==> src/rtl/ext_irq_pkg.sv <==
package ext_irq_pkg;
  localparam int REG_W  = 8;
  localparam int ADDR_W = 2;

  typedef enum logic [1:0] {
    SENSE_LOW  = 2'b00,
    SENSE_ANY  = 2'b01,
    SENSE_FALL = 2'b10,
    SENSE_RISE = 2'b11
  } sense_e;

  localparam logic [ADDR_W-1:0] A_CTRL = 2'd0;
  localparam logic [ADDR_W-1:0] A_MASK = 2'd1;
  localparam logic [ADDR_W-1:0] A_FLAG = 2'd2;

  // Edge condition for a mode, given the previous and current sample.
  function automatic logic edge_match(sense_e mode, logic prev, logic cur);
    case (mode)
      SENSE_ANY:  return prev ^ cur;
      SENSE_FALL: return prev & ~cur;
      SENSE_RISE: return ~prev & cur;
      default:    return 1'b0;
    endcase
  endfunction

  // Final request gate.
  function automatic logic gate_req(logic req, logic mask, logic gie);
    return req & mask & gie;
  endfunction
endpackage

==> src/rtl/eirq_sync.sv <==
module eirq_sync #(
  parameter int STAGES = 2,
  parameter logic IDLE = 1'b1
) (
  input  logic clk,
  input  logic rst_n,
  input  logic pin_i,
  output logic pin_s,
  output logic pin_prev
);
  logic [STAGES-1:0] chain;

  generate
    for (genvar i = 0; i < STAGES; i++) begin : g_stage
      if (i == 0) begin : g_first
        always_ff @(posedge clk or negedge rst_n)
          if (!rst_n) chain[0] <= IDLE;
          else        chain[0] <= pin_i;
      end else begin : g_next
        always_ff @(posedge clk or negedge rst_n)
          if (!rst_n) chain[i] <= IDLE;
          else        chain[i] <= chain[i-1];
      end
    end
  endgenerate

  // Previous sample, reloaded every cycle.
  always_ff @(posedge clk or negedge rst_n)
    if (!rst_n) pin_prev <= IDLE;
    else        pin_prev <= chain[STAGES-1];

  assign pin_s = chain[STAGES-1];
endmodule

==> src/rtl/eirq_regs.sv <==
module eirq_regs
  import ext_irq_pkg::*;
(
  input  logic              clk,
  input  logic              rst_n,
  input  logic              bus_wr,
  input  logic [ADDR_W-1:0] bus_addr,
  input  logic [REG_W-1:0]  bus_wdata,
  input  logic              pending_i,
  output sense_e            sense_o,
  output logic              mask_o,
  output logic              ctrl_wr_o,
  output logic              flag_w1c_o,
  output logic [REG_W-1:0]  bus_rdata
);
  logic mask_wr;

  assign ctrl_wr_o  = bus_wr && (bus_addr == A_CTRL);
  assign mask_wr    = bus_wr && (bus_addr == A_MASK);
  assign flag_w1c_o = bus_wr && (bus_addr == A_FLAG) && bus_wdata[0];

  always_ff @(posedge clk or negedge rst_n)
    if (!rst_n) begin
      sense_o <= SENSE_LOW;
      mask_o  <= 1'b0;
    end else begin
      if (ctrl_wr_o) sense_o <= sense_e'(bus_wdata[1:0]);
      if (mask_wr)   mask_o  <= bus_wdata[0];
    end

  always_comb begin
    bus_rdata = '0;
    case (bus_addr)
      A_CTRL:  bus_rdata[1:0] = sense_o;
      A_MASK:  bus_rdata[0]   = mask_o;
      A_FLAG:  bus_rdata[0]   = pending_i;
      default: bus_rdata      = '0;
    endcase
  end
endmodule

==> src/rtl/eirq_detect.sv <==
module eirq_detect
  import ext_irq_pkg::*;
(
  input  logic   clk,
  input  logic   rst_n,
  input  sense_e sense,
  input  logic   pin_s,
  input  logic   pin_prev,
  input  logic   blank,
  input  logic   ack_i,
  input  logic   w1c,
  input  logic   mask,
  input  logic   gie,
  output logic   edge_evt_o,
  output logic   pending_o,
  output logic   irq_o
);
  logic raw_req;

  assign edge_evt_o = edge_match(sense, pin_prev, pin_s) && !blank;

  // Set beats clear so an edge is never lost.
  always_ff @(posedge clk or negedge rst_n)
    if (!rst_n)                pending_o <= 1'b0;
    else if (edge_evt_o)       pending_o <= 1'b1;
    else if (ack_i || w1c)     pending_o <= 1'b0;

  assign raw_req = (sense == SENSE_LOW) ? ~pin_s : pending_o;
  assign irq_o   = gate_req(raw_req, mask, gie);
endmodule

==> src/rtl/ext_irq_sense.sv <==
module ext_irq_sense
  import ext_irq_pkg::*;
#(
  parameter int SYNC_STAGES = 2
) (
  input  logic              clk,
  input  logic              rst_n,
  input  logic              pin_i,
  input  logic              gie_i,
  input  logic              ack_i,
  input  logic              bus_wr,
  input  logic [ADDR_W-1:0] bus_addr,
  input  logic [REG_W-1:0]  bus_wdata,
  output logic [REG_W-1:0]  bus_rdata,
  output logic              irq_o
);
  logic   pin_s, pin_prev;
  sense_e sense;
  logic   mask, ctrl_wr, flag_w1c, edge_evt, pending;

  eirq_sync #(.STAGES(SYNC_STAGES), .IDLE(1'b1)) u_sync (
    .clk(clk), .rst_n(rst_n), .pin_i(pin_i),
    .pin_s(pin_s), .pin_prev(pin_prev)
  );

  eirq_regs u_regs (
    .clk(clk), .rst_n(rst_n), .bus_wr(bus_wr), .bus_addr(bus_addr),
    .bus_wdata(bus_wdata), .pending_i(pending), .sense_o(sense),
    .mask_o(mask), .ctrl_wr_o(ctrl_wr), .flag_w1c_o(flag_w1c),
    .bus_rdata(bus_rdata)
  );

  eirq_detect u_det (
    .clk(clk), .rst_n(rst_n), .sense(sense), .pin_s(pin_s),
    .pin_prev(pin_prev), .blank(ctrl_wr), .ack_i(ack_i), .w1c(flag_w1c),
    .mask(mask), .gie(gie_i), .edge_evt_o(edge_evt),
    .pending_o(pending), .irq_o(irq_o)
  );
endmodule

==> config.mk <==
export PLATFORM = sky130hd
export DESIGN_NAME = ext_irq_sense
export DESIGN_NICKNAME = d
export VERILOG_FILES = /design/src/rtl/ext_irq_pkg.sv /design/src/rtl/eirq_sync.sv /design/src/rtl/eirq_regs.sv /design/src/rtl/eirq_detect.sv /design/src/rtl/ext_irq_sense.sv
export SDC_FILE = /design/constraint.sdc
export NUM_CORES = 1
export LEC_CHECK = 0
export BUFFER_PORTS_ARGS = -buffer_cell sky130_fd_sc_hd__buf_2
export CAP_MARGIN = 10
export CORE_AREA = 4 4 41 43
export DETAILED_ROUTE_END_ITERATION = 12
export DIE_AREA = 0 0 45 47
export GPL_TIMING_DRIVEN = 0
export PLACE_DENSITY_LB_ADDON = 0.3
export SETUP_SLACK_MARGIN = 0.15
export SYNTH_ARGS = -nofsm -noshare
export SYNTH_HDL_FRONTEND = slang
export SYNTH_SLANG_ARGS = --single-unit
==> constraint.sdc <==
create_clock -name clk -period 1.7 [get_ports clk]
set_clock_uncertainty 0.15 [all_clocks]
set_input_delay 0.51 -clock clk [delete_from_list [all_inputs] [get_ports clk]]
set_output_delay 0.51 -clock clk [all_outputs]
set_load 0.02 [all_outputs]
==> results.tsv, run 1 <==
metric	value	unit
distinct cell type count after synthesis	21	
Pint	0.376	mW
register area share after synthesis	42.4	%
clock root buffer	clkbuf_4	
H-tree Lvls	1	
Die W	45	um
via count	333	
placed cell area	526	um^2
synthesized area	422	um^2
nets	83	
Lkg Pwr	0.311	nW
Max Freq	536	MHz
number of port buffers	12	
Final Cell Area	618	um^2
final worst path period share	110	%
placed wire-length estimate	599	um
residual DRC count	0	
Sw Pwr	0.147	mW
chip height	47	um
Die ar.	2120	um^2
Hold Path Class	flop to flop	
initial antenna violation count	0	
Final Critical Period	1.87	ns
area grow syn2layout	46.6	%
Final Hold Viols	0	
#FFs+latches synth	7	
final wirelength	733	um
register share of total power	41.4	%
# diodes	0	
layout cells sized above 1	59.4	%
Max Slew Vio Count	0	
Max-Cap Viols	0	
CTS tree	yes	
wire per inst	9.28	um
global route overflow	0	
Cells after Synth	38	
RePlAce Congestion	0.692	
io pins	25	
combinational share of power	32.1	%
setup violators final	2	
maximum clock path buffer count	2	
Final ANT Viol Nets	0	
Core Area	1300	um^2
RSZ-0062 raised after global routing	true	
Iter 0 DRT Violations	2	
post-layout util	47.5	%
Detailed Routing Iterations Pass 1	2	
Syn Area/Cell	11.1	um^2
failing checks	setup timing	
Critical Path End Type	output pin	
Starting Density	32.4	%
Startpoint Class	flop	
later-pin clock latency in the skew report	0.24	ns
Final WS setup	-0.166	ns
Fill cells	139	
CTS buffer count	3	
CP Max Fanout	4	
global-route wire length before repair	1.27	mm
Switching Fraction	28.1	%
worst path required time	1.04	ns
pin count of the biggest net entering global routing	8	
vias in the first global route	317	
Via density	4.22	
Ys Warns	0	
clock sink count	7	
status	finished, violations left	
std cell rows	13	
Cell Pwr Density	845	nW/um^2
crit path kind	flop to output pin	
Critical Path AT	1.21	ns
Total GRT Usage	8.35	%
Clock Power Share	26.5	%
clk slew on worst S/H paths	0.05	ns
peak supply drop	0.000451	V
timing repair:
| item | 4_1_cts | 5_1_grt |
|---|---|---|
| hold buffers | 1 | 0 |
| gates resized for setup | 5 | 3 |
| setup endpoints to repair | 3 | 4 |
| setup buffers | 4 | 0 |
| hold endpoints to repair | 4 | 0 |
| pin swaps | 1 | 3 |
routing by layer:
metal / share of wire [%] / vias up / track usage [%]
li1: - / 172 / -
met1: 41 / 149 / 8.82
met2: 48 / 12 / 14.4
met3: 11 / 0 / 2.68
met4: 0 / 0 / 5.26
met5: 0 / - / 0
cells in the mapped netlist:
library cell / count / share of area [%]
nand3b_1: 1 / 1.8
and2_1: 1 / 1.5
nand4b_1: 1 / 2.1
nand2_1: 2 / 1.8
dfstp_2: 3 / 19
dfrtp_1: 4 / 24
a21oi_1: 1 / 1.2
conb_1: 1 / 0.89
nor3b_2: 1 / 3.0
o31ai_2: 1 / 3.0
o21ai_0: 2 / 2.4
nor2b_2: 1 / 2.1
nor3b_1: 1 / 1.8
and3_1: 1 / 1.5
inv_1: 3 / 2.7
mux2_4: 1 / 3.6
mux2_1: 2 / 5.3
ha_1: 2 / 5.9
buf_4: 6 / 11
mux2i_1: 2 / 4.7
o31ai_1: 1 / 1.8
power groups by stage:
stage	registers (mW)	logic (mW)	clock network (mW)
6_report	0.216	0.167	0.139
2_1_floorplan	0.214	0.0950	0
3_3_place_gp	0.222	0.125	0
5_1_grt	0.219	0.187	0.156
4_1_cts	0.215	0.163	0.150
3_5_place_dp	0.222	0.127	0
worst max-delay path: stages, from the launching register on:
cell     delay, ns
dfrtp_1       0.41
o21ai_1       0.15
o31ai_1       0.08
and3_2        0.21
buf_6         0.13
logic make-up after synthesis:
group | count (synthesis) | share of synthesized area, %
flip-flops | 7 | 42.4
other | 1 | 0.889
AND/OR/NAND/NOR | 9 | 15.4
AO/OA/AOI/OAI | 5 | 8.31
buffers and inverters | 9 | 13.4
multiplexers | 5 | 13.6
adder cells (fa/ha/maj) | 2 | 5.93
stage by stage:
step	total power, mW	hold WS, ns	cells	worst slack (ns)	TNS (ns)
2_1_floorplan	0.309	0.0644	43	0.101	0
3_3_place_gp	0.347	0.193	70	-0.0460	-0.0460
3_5_place_dp	0.349	0.198	70	-0.0522	-0.0522
4_1_cts	0.528	0.205	79	-0.165	-0.283
5_1_grt	0.562	0.203	79	-0.227	-0.382
6_report	0.523	0.204	79	-0.166	-0.269
final timing paths:
path / endpoint / depth (start not counted) / startpoint / slack, ns
max: irq_o / 4 / u_regs.sense_o[1] / -0.17
min: u_sync.pin_s / 0 / u_sync.chain[0] / 0.20
max reg2reg: u_det.pending_o / 6 / u_sync.pin_s / 0.24
min reg2reg: u_sync.pin_s / 0 / u_sync.chain[0] / 0.20
max in group asynchronous: u_sync.pin_prev / 2 / rst_n / 0.71
min in group asynchronous: u_det.pending_o / 2 / rst_n / 0.47
layout make-up:
type	count	area [um^2]	area share (%)
Buffer	6	45.0	7.29
Multi-Input combinational cell	27	228	36.8
Inverter	3	11.3	1.82
Clock buffer	4	26.3	4.25
Sequential cell	7	180	29.1
Tap cell	15	18.8	3.04
Timing Repair Buffer	17	109	17.6
sequential cells by signal, indices dropped and copies added, names as in the netlist:
name	flops
u_sync.chain	1
u_regs.sense_o	2
u_sync.pin_prev	1
u_det.pending_o	1
u_regs.mask_o	1
u_sync.pin_s	1
placed cells by master (no fill, tap or decap), drive strengths merged:
cell	n
nor3b	2
nand4b	1
o21ai	2
o31ai	2
and3	1
ha	2
clkbuf	4
a21oi	1
mux2	3
dfrtp	4
inv	3
mux2i	2
nor2b	1
dfstp	3
dlygate4sd3	1
buf	22
nand3b	1
and2	1
conb	6
nand2	2
Note: power is estimated with default switching activity, not from simulation.
==> run 2: changes to the inputs <==
--- a/config.mk
+++ b/config.mk
@@ -5,7 +5,7 @@
 export SDC_FILE = /design/constraint.sdc
 export NUM_CORES = 1
 export LEC_CHECK = 0
-export BUFFER_PORTS_ARGS = -buffer_cell sky130_fd_sc_hd__buf_2
+export BUFFER_PORTS_ARGS = -buffer_cell sky130_fd_sc_hd__clkbuf_2
 export CAP_MARGIN = 10
 export CORE_AREA = 4 4 41 43
 export DETAILED_ROUTE_END_ITERATION = 12
==> constraint.sdc (replaced) <==
create_clock -name clk -period 1.55 [get_ports clk]
set_clock_uncertainty 0.15 [all_clocks]
set_input_delay 0.465 -clock clk [delete_from_list [all_inputs] [get_ports clk]]
set_output_delay 0.465 -clock clk [all_outputs]
set_load 0.02 [all_outputs]
==> results.tsv, run 2 (same netlist as run 1, synthesis figures left out) <==
metric	value	unit	change
layout cells sized above 1	67.2	%	+7.8 points
combinational share of power	36.4	%	+4.3 points
Total GRT Usage	8.44	%	+0.086 points
most frequent cells in the layout	10 x buf_4, 9 x clkbuf_2, 6 x conb_1		
Hold Path Class	primary input to flop		
post-placement cell count	70		unchanged
fin cells	79		unchanged
WHS Endpoint	u_sync.chain[0]		
Critical Path AT	1.26	ns	+0.05 ns
Detailed Routing Iterations Pass 1	3		+1
HP Start	pin_i		
Worst R2R Start	u_sync.pin_s		
Sw Pwr	0.191	mW	+30%
failing checks	setup timing		
clk slew on worst S/H paths	0.05	ns	about the same
Switching Fraction	30.0	%	+1.9 points
worst path required time	0.93	ns	-0.11 ns
global-route wire length before repair	1.30	mm	+2.8%
via count	333		unchanged
most common cell after layout, fill and taps aside	buf_4		
chip height	47	um	unchanged
final wirelength	884	um	+21%
pin count of the biggest net entering global routing	8		unchanged
Reg2Reg Depth	4		-2
Pint	0.445	mW	+18%
Final Hold Viols	0		unchanged
Setup TNS Final	-0.645	ns	-0.376 ns
Max Slew Vio Count	0		unchanged
pre-CTS WS	-0.174	ns	-0.122 ns
slowest stage cell, crit path	dfrtp_2		
later-pin clock latency in the skew report	0.24	ns	about the same
area grow syn2layout	57.9	%	
crit-path cells	o31ai_2 -> and3_4 -> buf_8		
clock root buffer	clkbuf_4		
Worst R2R Setup Slack	0.14	ns	-0.10 ns
setup violators final	3		+1
R2R Path End	u_det.pending_o		
Core Area	1300	um^2	unchanged
number of port buffers	12		unchanged
initial antenna violation count	0		unchanged
# diodes	0		unchanged
residual DRC count	0		unchanged
CTS buffer count	3		unchanged
H-tree Lvls	1		unchanged
post-layout util	51.2	%	+3.7 points
Lkg Pwr	0.319	nW	+2.4%
placed wire-length estimate	663	um	+11%
most flop-heavy register	u_regs.sense_o		
RePlAce Congestion	0.707		+2.1%
RSZ-0062 raised after global routing	true		
vias in the first global route	322		+1.6%
placed cell area	533	um^2	+1.4%
Final Cell Area	666	um^2	+7.7%
crit path kind	flop to output pin		
Max-Cap Viols	0		unchanged
Startpoint Class	flop		
maximum clock path buffer count	2		unchanged
Via density	4.22		unchanged
Cell Pwr Density	955	nW/um^2	+13%
Starting Density	32.4	%	unchanged
Final WS setup	-0.325	ns	-0.159 ns
CP Max Fanout	4		unchanged
wire per inst	11.2	um	+21%
clock sink count	7		unchanged
peak supply drop	0.000513	V	+14%
global route overflow	0		unchanged
Clock Power Share	23.9	%	-2.6 points
status	finished, violations left		
register share of total power	39.7	%	-1.7 points
Final Critical Period	1.87	ns	
Iter 0 DRT Violations	1		-1
Max Freq	533	MHz	
Die W	45	um	unchanged
Die ar.	2120	um^2	unchanged
Final ANT Viol Nets	0		unchanged
io pins	25		unchanged
final worst path period share	121	%	
Hold Path Stages	1		+1
Critical Path End Type	output pin		
CTS tree	yes		
std cell rows	13		unchanged
slowest stage delay, CP	0.44	ns	+0.03 ns
max reg flops	2		unchanged
nets	83		unchanged
## run 2: cell type report
class | instances | area (um^2)
inverters | 3 | 11.3
plain buffers | 6 | 45.0
fillers | 131 | 636
well taps | 15 | 18.8
repair buffers | 17 | 125
multi-input cells | 27 | 259
clock buffers | 4 | 26.3
flip-flops and latches | 7 | 180
## run 2: critical path, delay by kind of cell, from the launching register on
kind,cells,cell delay [ns]
AOI/OAI and AO/OA,1,0.26
buffers and inverters,1,0.10
DFF,1,0.44
and+or+nand+nor,1,0.22
## run 2: power groups by stage
stage	registers (mW)	clock network, mW	logic [mW]
CTS	0.240	0.158	0.200
global route	0.256	0.164	0.251
detailed placement	0.245	0	0.148
finish	0.253	0.152	0.231
global placement	0.243	0	0.144
floorplan	0.235	0	0.110
## run 2: worst max path at each step
stage | to | start | slack, ns | cells after the start
detailed placement | bus_rdata[0] | bus_addr[1] | -0.17 | 4
finish | irq_o | u_regs.sense_o[0] | -0.32 | 3
global route | irq_o | u_regs.sense_o[0] | -0.39 | 3
floorplan | irq_o | u_regs.sense_o[1] | 0.09 | 2
global placement | bus_rdata[0] | bus_addr[0] | -0.14 | 5
CTS | irq_o | u_regs.sense_o[1] | -0.31 | 3
## run 2: layer usage
metal | GRT usage, % | routed length (um)
met2 | 14.7 | 486
met1 | 9.77 | 355
met5 | 0 | 0
met3 | 1.15 | 42
met4 | 5.26 | 0
## run 2: timing repair
action / 4_1_cts / 5_1_grt
hold buffers: 1 / 0
endpoints found under the setup margin: 4 / 4
gates resized for setup: 8 / 10
setup buffers: 3 / 1
hold endpoints to repair: 4 / 0
pin swaps: 2 / 5
## run 2: per-stage QoR
| step | hold WS (ns) | power [mW] |
|---|---|---|
| after floorplan | 0.0194 | 0.345 |
| after global placement | 0.153 | 0.387 |
| after detailed placement | 0.155 | 0.393 |
| after CTS | 0.149 | 0.599 |
| after global routing | 0.155 | 0.672 |
| final | 0.156 | 0.636 |
